**config.mk**
```make
export PLATFORM = sky130hd
export DESIGN_NAME = spi_fifo_master
export DESIGN_NICKNAME = d
export VERILOG_FILES = /design/src/rtl/spi_fifo_pkg.sv /design/src/rtl/spi_fifo_buf.sv /design/src/rtl/spi_fifo_shifter.sv /design/src/rtl/spi_fifo_master.sv
export SDC_FILE = /design/constraint.sdc
export NUM_CORES = 1
export LEC_CHECK = 0
export ABC_AREA = 1
export BUFFER_PORTS_ARGS = -buffer_cell sky130_fd_sc_hd__buf_2
export CORE_ASPECT_RATIO = 0.7
export CORE_MARGIN = 2
export CORE_UTILIZATION = 28
export CTS_BUF_LIST = sky130_fd_sc_hd__clkbuf_16
export DETAILED_ROUTE_END_ITERATION = 7
export SLEW_MARGIN = 20
export SYNTH_ARGS = -nofsm -noshare
export SYNTH_HDL_FRONTEND = slang
export SYNTH_SLANG_ARGS = --single-unit
```
**constraint.sdc**
```tcl
create_clock -name clk -period 2.17 [get_ports clk]
set_input_delay 0.434 -clock clk [delete_from_list [all_inputs] [get_ports clk]]
set_output_delay 0.434 -clock clk [all_outputs]
set_load 0.005 [all_outputs]
```
**src/rtl/spi_fifo_pkg.sv**
```systemverilog
package spi_fifo_pkg;

  localparam int WORD_W = 16;
  localparam int DIV_W  = 8;

  typedef enum logic [1:0] {
    OPM_OFF = 2'b00,
    OPM_CFG = 2'b01,
    OPM_RUN = 2'b10,
    OPM_BAD = 2'b11
  } opmode_e;

  typedef struct packed {
    logic             cpol;
    logic             cpha;
    logic             lsb_first;
    logic             wide;
    logic [DIV_W-1:0] div;
  } shift_cfg_t;

  localparam logic [7:0] OFS_MODE  = 8'h00;
  localparam logic [7:0] OFS_CTLA  = 8'h04;
  localparam logic [7:0] OFS_CTLB  = 8'h08;
  localparam logic [7:0] OFS_STAT  = 8'h14;
  localparam logic [7:0] OFS_DATA  = 8'h18;

endpackage

```
**src/rtl/spi_fifo_buf.sv**
```systemverilog
module spi_fifo_buf #(
  parameter int W     = 16,
  parameter int DEPTH = 4,
  localparam int PTR_W = (DEPTH > 1) ? $clog2(DEPTH) : 1,
  localparam int CNT_W = $clog2(DEPTH + 1)
) (
  input  logic             clk,
  input  logic             rst,
  input  logic             clr,
  input  logic             push,
  input  logic [W-1:0]     push_data,
  input  logic             pop,
  output logic [W-1:0]     head,
  output logic [CNT_W-1:0] count
);

  logic [W-1:0]     mem [DEPTH];
  logic [PTR_W-1:0] wr_ptr, rd_ptr;
  logic             push_ok, pop_ok;

  assign push_ok = push && !clr && (count != CNT_W'(DEPTH));
  assign pop_ok  = pop && !clr && (count != '0);
  assign head    = mem[rd_ptr];

  always_ff @(posedge clk) begin
    if (push_ok) mem[wr_ptr] <= push_data;
  end

  always_ff @(posedge clk) begin
    if (rst || clr) begin
      wr_ptr <= '0;
      rd_ptr <= '0;
      count  <= '0;
    end else begin
      if (push_ok)
        wr_ptr <= (wr_ptr == PTR_W'(DEPTH - 1)) ? '0 : wr_ptr + 1'b1;
      if (pop_ok)
        rd_ptr <= (rd_ptr == PTR_W'(DEPTH - 1)) ? '0 : rd_ptr + 1'b1;
      case ({push_ok, pop_ok})
        2'b10:   count <= count + 1'b1;
        2'b01:   count <= count - 1'b1;
        default: count <= count;
      endcase
    end
  end

endmodule

```
**src/rtl/spi_fifo_shifter.sv**
```systemverilog
module spi_fifo_shifter
  import spi_fifo_pkg::*;
(
  input  logic              clk,
  input  logic              rst,
  input  logic              abort,
  input  shift_cfg_t        cfg,
  input  logic              start,
  input  logic [WORD_W-1:0] start_word,
  input  logic              miso_i,
  output logic              busy_o,
  output logic              sck_o,
  output logic              mosi_o,
  output logic              done_o,
  output logic [WORD_W-1:0] rx_word_o
);

  localparam int HALF_W = WORD_W / 2;
  localparam int BIT_W  = $clog2(WORD_W);

  logic [DIV_W-1:0]  cnt, div_eff;
  logic [DIV_W:0]    cnt_nx, half;
  logic [BIT_W-1:0]  bit_idx, last_bit;
  logic [WORD_W-1:0] txsh, rxsh, load_word, tx_shifted, rx_shifted, rx_pack;
  logic              first_bit, next_bit, act_nx;

  assign div_eff  = (cfg.div == '0) ? DIV_W'(1) : cfg.div;
  assign cnt_nx   = {1'b0, cnt} + 1'b1;
  assign half     = ({1'b0, div_eff} + 1'b1) >> 1;
  assign act_nx   = cfg.cpha ? (cnt_nx < half) : (cnt_nx >= half);
  assign last_bit = cfg.wide ? BIT_W'(WORD_W - 1) : BIT_W'(HALF_W - 1);

  always_comb begin
    if (cfg.lsb_first || cfg.wide) load_word = start_word;
    else                           load_word = {start_word[HALF_W-1:0], {HALF_W{1'b0}}};
    first_bit  = cfg.lsb_first ? load_word[0] : load_word[WORD_W-1];
    tx_shifted = cfg.lsb_first ? (txsh >> 1) : (txsh << 1);
    next_bit   = cfg.lsb_first ? txsh[1] : txsh[WORD_W-2];
    rx_shifted = cfg.lsb_first ? {miso_i, rxsh[WORD_W-1:1]} : {rxsh[WORD_W-2:0], miso_i};
    if (cfg.wide)           rx_pack = rxsh;
    else if (cfg.lsb_first) rx_pack = {{HALF_W{1'b0}}, rxsh[WORD_W-1:HALF_W]};
    else                    rx_pack = {{HALF_W{1'b0}}, rxsh[HALF_W-1:0]};
  end

  always_ff @(posedge clk) begin
    if (rst || abort) begin
      busy_o    <= 1'b0;
      cnt       <= '0;
      bit_idx   <= '0;
      txsh      <= '0;
      rxsh      <= '0;
      mosi_o    <= 1'b0;
      done_o    <= 1'b0;
      sck_o     <= rst ? 1'b0 : cfg.cpol;
      if (rst) rx_word_o <= '0;
    end else begin
      done_o <= 1'b0;
      if (!busy_o) begin
        sck_o <= cfg.cpol;
        if (start) begin
          busy_o  <= 1'b1;
          cnt     <= '0;
          bit_idx <= '0;
          txsh    <= load_word;
          rxsh    <= '0;
          mosi_o  <= first_bit;
          sck_o   <= cfg.cpol ^ cfg.cpha;
        end
      end else if (cnt == div_eff) begin
        cnt <= '0;
        if (bit_idx == last_bit) begin
          busy_o    <= 1'b0;
          done_o    <= 1'b1;
          sck_o     <= cfg.cpol;
          mosi_o    <= 1'b0;
          rx_word_o <= rx_pack;
        end else begin
          bit_idx <= bit_idx + 1'b1;
          txsh    <= tx_shifted;
          mosi_o  <= next_bit;
          sck_o   <= cfg.cpol ^ cfg.cpha;
        end
      end else begin
        cnt   <= cnt + 1'b1;
        sck_o <= cfg.cpol ^ act_nx;
        if (cnt_nx == half) rxsh <= rx_shifted;
      end
    end
  end

endmodule

```
**src/rtl/spi_fifo_master.sv**
```systemverilog
module spi_fifo_master
  import spi_fifo_pkg::*;
#(
  parameter int DEPTH  = 4,
  parameter int ADDR_W = 5,
  localparam int CNT_W = $clog2(DEPTH + 1)
) (
  input  logic              clk,
  input  logic              rst,
  input  logic              bus_en,
  input  logic              bus_we,
  input  logic [ADDR_W-1:0] bus_addr,
  input  logic [31:0]       bus_wdata,
  output logic [31:0]       bus_rdata,
  output logic              spi_sck,
  output logic              spi_mosi,
  input  logic              spi_miso,
  output logic              irq
);

  opmode_e           mode_q;
  shift_cfg_t        cfg_q;
  logic [4:0]        wlen_q;
  logic [1:0]        lvl_q;
  logic              irq_en_q;

  logic [ADDR_W-1:0] word_addr;
  logic              wr_mode, wr_ctla, wr_ctlb, wr_data, rd_data, cfg_open, clr_pulse;
  logic [WORD_W-1:0] tx_head, rx_head, rx_word;
  logic [CNT_W-1:0]  tx_cnt, rx_cnt;
  logic              sh_busy, sh_done, start, rx_hit, tx_room, idle;
  logic [31:0]       rd_mux, stat_word;

  assign word_addr = {bus_addr[ADDR_W-1:2], 2'b00};
  assign wr_mode   = bus_en && bus_we && (word_addr == ADDR_W'(OFS_MODE));
  assign wr_ctla   = bus_en && bus_we && (word_addr == ADDR_W'(OFS_CTLA));
  assign wr_ctlb   = bus_en && bus_we && (word_addr == ADDR_W'(OFS_CTLB));
  assign wr_data   = bus_en && bus_we && (word_addr == ADDR_W'(OFS_DATA));
  assign rd_data   = bus_en && !bus_we && (word_addr == ADDR_W'(OFS_DATA));
  assign cfg_open  = (mode_q == OPM_CFG);
  assign clr_pulse = wr_mode && bus_wdata[0];

  assign tx_room = (tx_cnt != CNT_W'(DEPTH));
  assign rx_hit  = (3'(rx_cnt) >= ({1'b0, lvl_q} + 3'd1));
  assign idle    = !sh_busy && (tx_cnt == '0);
  assign start   = (mode_q == OPM_RUN) && !sh_busy && (tx_cnt != '0) && !clr_pulse;

  always_ff @(posedge clk) begin
    if (rst) begin
      mode_q   <= OPM_CFG;
      cfg_q    <= '{cpol: 1'b0, cpha: 1'b0, lsb_first: 1'b0, wide: 1'b0, div: DIV_W'(1)};
      wlen_q   <= 5'd8;
      lvl_q    <= 2'd0;
      irq_en_q <= 1'b0;
    end else begin
      if (wr_mode) mode_q <= opmode_e'(bus_wdata[7:6]);
      if (wr_ctla && cfg_open) begin
        cfg_q.cpol      <= bus_wdata[0];
        cfg_q.cpha      <= bus_wdata[1];
        cfg_q.lsb_first <= bus_wdata[2];
        irq_en_q        <= bus_wdata[9];
        lvl_q           <= bus_wdata[13:12];
      end
      if (wr_ctlb && cfg_open) begin
        cfg_q.div  <= bus_wdata[15:8];
        cfg_q.wide <= (bus_wdata[4:0] == 5'd16);
        wlen_q     <= bus_wdata[4:0];
      end
    end
  end

  spi_fifo_buf #(.W(WORD_W), .DEPTH(DEPTH)) u_txbuf (
    .clk(clk), .rst(rst), .clr(clr_pulse),
    .push(wr_data), .push_data(bus_wdata[WORD_W-1:0]),
    .pop(start), .head(tx_head), .count(tx_cnt)
  );

  spi_fifo_buf #(.W(WORD_W), .DEPTH(DEPTH)) u_rxbuf (
    .clk(clk), .rst(rst), .clr(clr_pulse),
    .push(sh_done), .push_data(rx_word),
    .pop(rd_data), .head(rx_head), .count(rx_cnt)
  );

  spi_fifo_shifter u_shift (
    .clk(clk), .rst(rst), .abort(clr_pulse), .cfg(cfg_q),
    .start(start), .start_word(tx_head), .miso_i(spi_miso),
    .busy_o(sh_busy), .sck_o(spi_sck), .mosi_o(spi_mosi),
    .done_o(sh_done), .rx_word_o(rx_word)
  );

  always_comb begin
    stat_word        = '0;
    stat_word[15]    = tx_room;
    stat_word[14]    = rx_hit;
    stat_word[13:11] = 3'(tx_cnt);
    stat_word[10:8]  = 3'(rx_cnt);
    stat_word[2]     = idle;
    rd_mux = '0;
    case (word_addr)
      ADDR_W'(OFS_MODE): rd_mux[7:6] = mode_q;
      ADDR_W'(OFS_CTLA): begin
        rd_mux[0]     = cfg_q.cpol;
        rd_mux[1]     = cfg_q.cpha;
        rd_mux[2]     = cfg_q.lsb_first;
        rd_mux[9]     = irq_en_q;
        rd_mux[13:12] = lvl_q;
      end
      ADDR_W'(OFS_CTLB): begin
        rd_mux[15:8] = cfg_q.div;
        rd_mux[4:0]  = wlen_q;
      end
      ADDR_W'(OFS_STAT): rd_mux = stat_word;
      ADDR_W'(OFS_DATA): rd_mux = (rx_cnt != '0) ? 32'(rx_head) : 32'd0;
      default:           rd_mux = '0;
    endcase
  end

  always_ff @(posedge clk) begin
    if (rst) begin
      bus_rdata <= '0;
      irq       <= 1'b0;
    end else begin
      if (bus_en && !bus_we) bus_rdata <= rd_mux;
      irq <= irq_en_q && rx_hit;
    end
  end

  logic unused_ok;
  assign unused_ok = ^{bus_addr[1:0], bus_wdata[31:16]};

endmodule

```
==> results.json <==
{
  "outcome": "complete, but fails checks",
  "violations": "negative setup slack",
  "cts_tree": "done",
  "synthTopCellsByCount": "nand2_1 (263), edfxtp_1 (144), nor2_1 (141)",
  "end_kind": "flip-flop",
  "cp.required_ns": 2.63,
  "gr-total-overflow": 0,
  "clk_latency_ns": 0.53,
  "synth_top_area_cell": "edfxtp_1",
  "switching_share_pct": 22.1,
  "slew_viol_final": 0,
  "syn_to_final_growth_pct": 20.4,
  "r2r_setup_slack_ns": -0.20,
  "peakVddDrop_mv": 0.520,
  "layout.nets": 1451,
  "grt_max_degree": 37,
  "fmax_ghz": 0.421,
  "gp_congestion": 0.858,
  "synthFlopType": "edfxtp_1",
  "crit_path_max_fanout": 8,
  "cts_root_buf": "clkbuf_16",
  "min_path_type": "input port to flip-flop",
  "path_cells": "inv_2 > nor3_4 > nand2_1 > nor2_1 > inv_1 > nor2_2 > inv_2 > nand2_2 > nand2_2 > ha_4 > nand2_4 > nor2_4 > and3_1 > nand2_2 > nor2_4 > buf_12 > nand2_1 > a21oi_2",
  "post-place-ws_ns": -0.260,
  "synth-async-reset-ratio_pct": 0,
  "yosysTopAreaCellShare_pct": 37.6,
  "grt_use_total_pct": 14.3,
  "core_area_um2": 40800,
  "htree_levels": 1,
  "seqPwrFrac_pct": 51.8,
  "max_stage_delay_ns": 0.33,
  "crit_start": "cfg_q[2]",
  "seq_area_frac_synth_pct": 55.8,
  "clockBufferDepth": 3,
  "hold_buffers": 0,
  "leakage_nw": 5.30,
  "die_y_um": 174,
  "antenna_found_initial": 2,
  "synth_most_common_cell": "nand2_1",
  "slowest_stage": "dfxtp_2",
  "worst_pin_slew_ns": 0.670,
  "num_vias": 9267,
  "routed_wirelength_um": 31100,
  "placedInstanceArea_um2": 12800,
  "hpwl_um": 22100,
  "synth.area.top_cells": "edfxtp_1 (38%), dfxtp_1 (18%), nand2_1 (8.6%)",
  "layout_setup_ws_ns": -0.204,
  "postSynthAreaPerCell_um2": 9.01,
  "holdWs_ns": 0.118,
  "die-area_um2": 42800,
  "synth-edff-count": 144,
  "boundaryPins": 77,
  "setup_violations": 17,
  "power.internal_mw": 7.59,
  "grt_pass1_vias": 8729,
  "synth-seq-cells": 249,
  "layout-drive-gt1-share_pct": 17.5,
  "critPathKind": "flip-flop to flip-flop",
  "utilization_pct": 34.0,
  "dr.pass1.iters": 5,
  "yosysWarnings": 0,
  "finalHoldViolations": 0,
  "fin_crit_sh_pct": 109,
  "fillers": 4203,
  "die_w_um": 246,
  "syn_inst": 1277,
  "cts_made_buffers": 26,
  "finalCriticalPeriod_ns": 2.37,
  "clock_skew_ns": 0.0101,
  "arrival_ns": 2.84,
  "portBuffers": 42,
  "drc": 0,
  "switchingPower_mw": 2.15,
  "synth_cell_types": 48,
  "row_count": 62,
  "reg2reg_to": "u_shift.rxsh[13]",
  "clk_pin_slew_ns": 0.06,
  "rsz0062_at_grt": "true",
  "cts.sinks": 249,
  "cpMostUsedCell": "nand2_2",
  "max_slew_margin_pct": 55.3,
  "p_comb_share_pct": 3.7,
  "power_frac_clock_pct": 44.5,
  "r2r-start": "cfg_q[2]",
  "drt-initial-drc-count": 783,
  "avgRoutedWirePerCell_um": 16.0,
  "p_per_area_nw_per_um2": 703,
  "via_per_inst": 4.76,
  "worstRegToRegCells": 18,
  "cp-endpoint": "u_shift.rxsh[13]",
  "grt_pass1_wl_um": 48500,
  "start_util_pct": 28.2,
  "maxCapViolations": 0,
  "startpoint_type": "flip-flop",
  "synth_area_um2": 11500,
  "fin_area_um2": 13900,
  "ant_nets": 0
}
worst min path at each step:
stage / startpoint / end / slack (ns) / depth (start not counted)
6_report: bus_wdata[5] / u_txbuf.mem[0][5] / 0.12 / 1
5_1_grt: bus_wdata[5] / u_txbuf.mem[0][5] / 0.12 / 1
4_1_cts: bus_wdata[5] / u_txbuf.mem[0][5] / 0.10 / 1
3_5_place_dp: bus_rdata[2] / bus_rdata[2] / 0.46 / 2
3_3_place_gp: wlen_q[2] / wlen_q[2] / 0.45 / 2
2_1_floorplan: wlen_q[3] / wlen_q[3] / 0.43 / 2
worst max-delay path, delay by kind of cell, from the launching register on:
| kind | cells | cell delay, ns |
|---|---|---|
| simple gates | 12 | 1.24 |
| fa+ha+maj | 1 | 0.28 |
| compound gates | 1 | 0.13 |
| flops | 1 | 0.33 |
| buf+inv | 4 | 0.33 |
per-layer routing:
metal / vias to the layer above / part of all wire, % / track usage (%)
li1: 4496 / - / -
met3: 56 / 5.7 / 2.21
met2: 245 / 44 / 22.2
met4: 0 / 3.2 / 4.72
met1: 4470 / 47 / 20.3
met5: - / 0 / 0
layout by cell type (no fill, tap or decap), types with 3 or more instances in the layout:
cell type / count
nand2_1: 255
edfxtp_1: 144
nor2_1: 134
inv_1: 108
a21oi_1: 104
dfxtp_1: 99
o21ai_0: 96
buf_4: 82
nand3_1: 81
buf_2: 42
clkbuf_16: 29
ha_1: 23
conb_1: 16
nand2_2: 14
inv_2: 13
a211oi_1: 12
o22ai_1: 11
nand3b_1: 10
buf_12: 10
clkinv_2: 9
a21oi_2: 9
nor2_2: 7
xor2_1: 7
a22oi_1: 6
dfxtp_2: 6
nor2_4: 5
nor3_1: 5
xnor2_1: 5
o211ai_1: 5
o22a_1: 5
or2_2: 4
nand4_1: 4
a31oi_1: 4
o211a_1: 3
a221o_1: 3
ha_4: 3
layout make-up:
type	instances	area [um^2]	area share, %
Tap cell	544	681	4.91
Clock buffer	28	701	5.06
Inverter	116	437	3.15
Antenna cell	2	5.00	0.0361
Sequential cell	249	6430	46.4
Multi-Input combinational cell	853	4420	31.9
Clock inverter	20	126	0.912
Timing Repair Buffer	135	1050	7.58
power groups by stage:
stage | combinational (mW) | sequential (mW) | clock [mW]
final | 0.362 | 5.04 | 4.33
after global routing | 0.404 | 5.05 | 4.59
after CTS | 0.354 | 5.04 | 4.42
after detailed placement | 0.352 | 5.15 | 0
after global placement | 0.349 | 5.15 | 0
after floorplan | 0.205 | 5.14 | 0
state kept, by name, summed over array words and instances, names as in the netlist, 5 cells and up, named ones only:
| signal | count |
|---|---|
| u_shift.rx_word_o | 16 |
| u_rxbuf.mem | 64 |
| cfg_q | 12 |
| u_shift.cnt | 8 |
| u_shift.txsh | 16 |
| u_shift.rxsh | 16 |
| u_txbuf.mem | 64 |
| wlen_q | 5 |
| bus_rdata | 16 |
cell families after synthesis:
group                    count (synthesis)  share of synthesized area, %
AO/OA/AOI/OAI                          269                          13.0
XOR/XNOR                                13                         0.989
other                                    1                        0.0326
adder cells (fa/ha/maj)                 28                          3.17
AND/OR/NAND/NOR                        527                          19.4
flip-flops                             249                          55.8
buffers and inverters                  190                          7.48
stage by stage:
step / power, mW / setup TNS [ns] / instances
after floorplan: 5.34 / -1.48 / 1292
final: 9.74 / -3.04 / 1947
after CTS: 9.82 / -3.37 / 1943
after detailed placement: 5.50 / -3.99 / 1893
after global placement: 5.49 / -3.89 / 1893
after global routing: 10.0 / -6.06 / 1947
timing repair:
item | 4_1_cts | 5_1_grt
buffers inserted | 1 | 2
resized for setup | 8 | 30
endpoints found under the setup margin | 17 | 29
endpoints found under the hold margin | 0 | 0
cloned | 1 | 0
pin swaps | 11 | 9
Note: power is estimated with default switching activity, not from simulation.
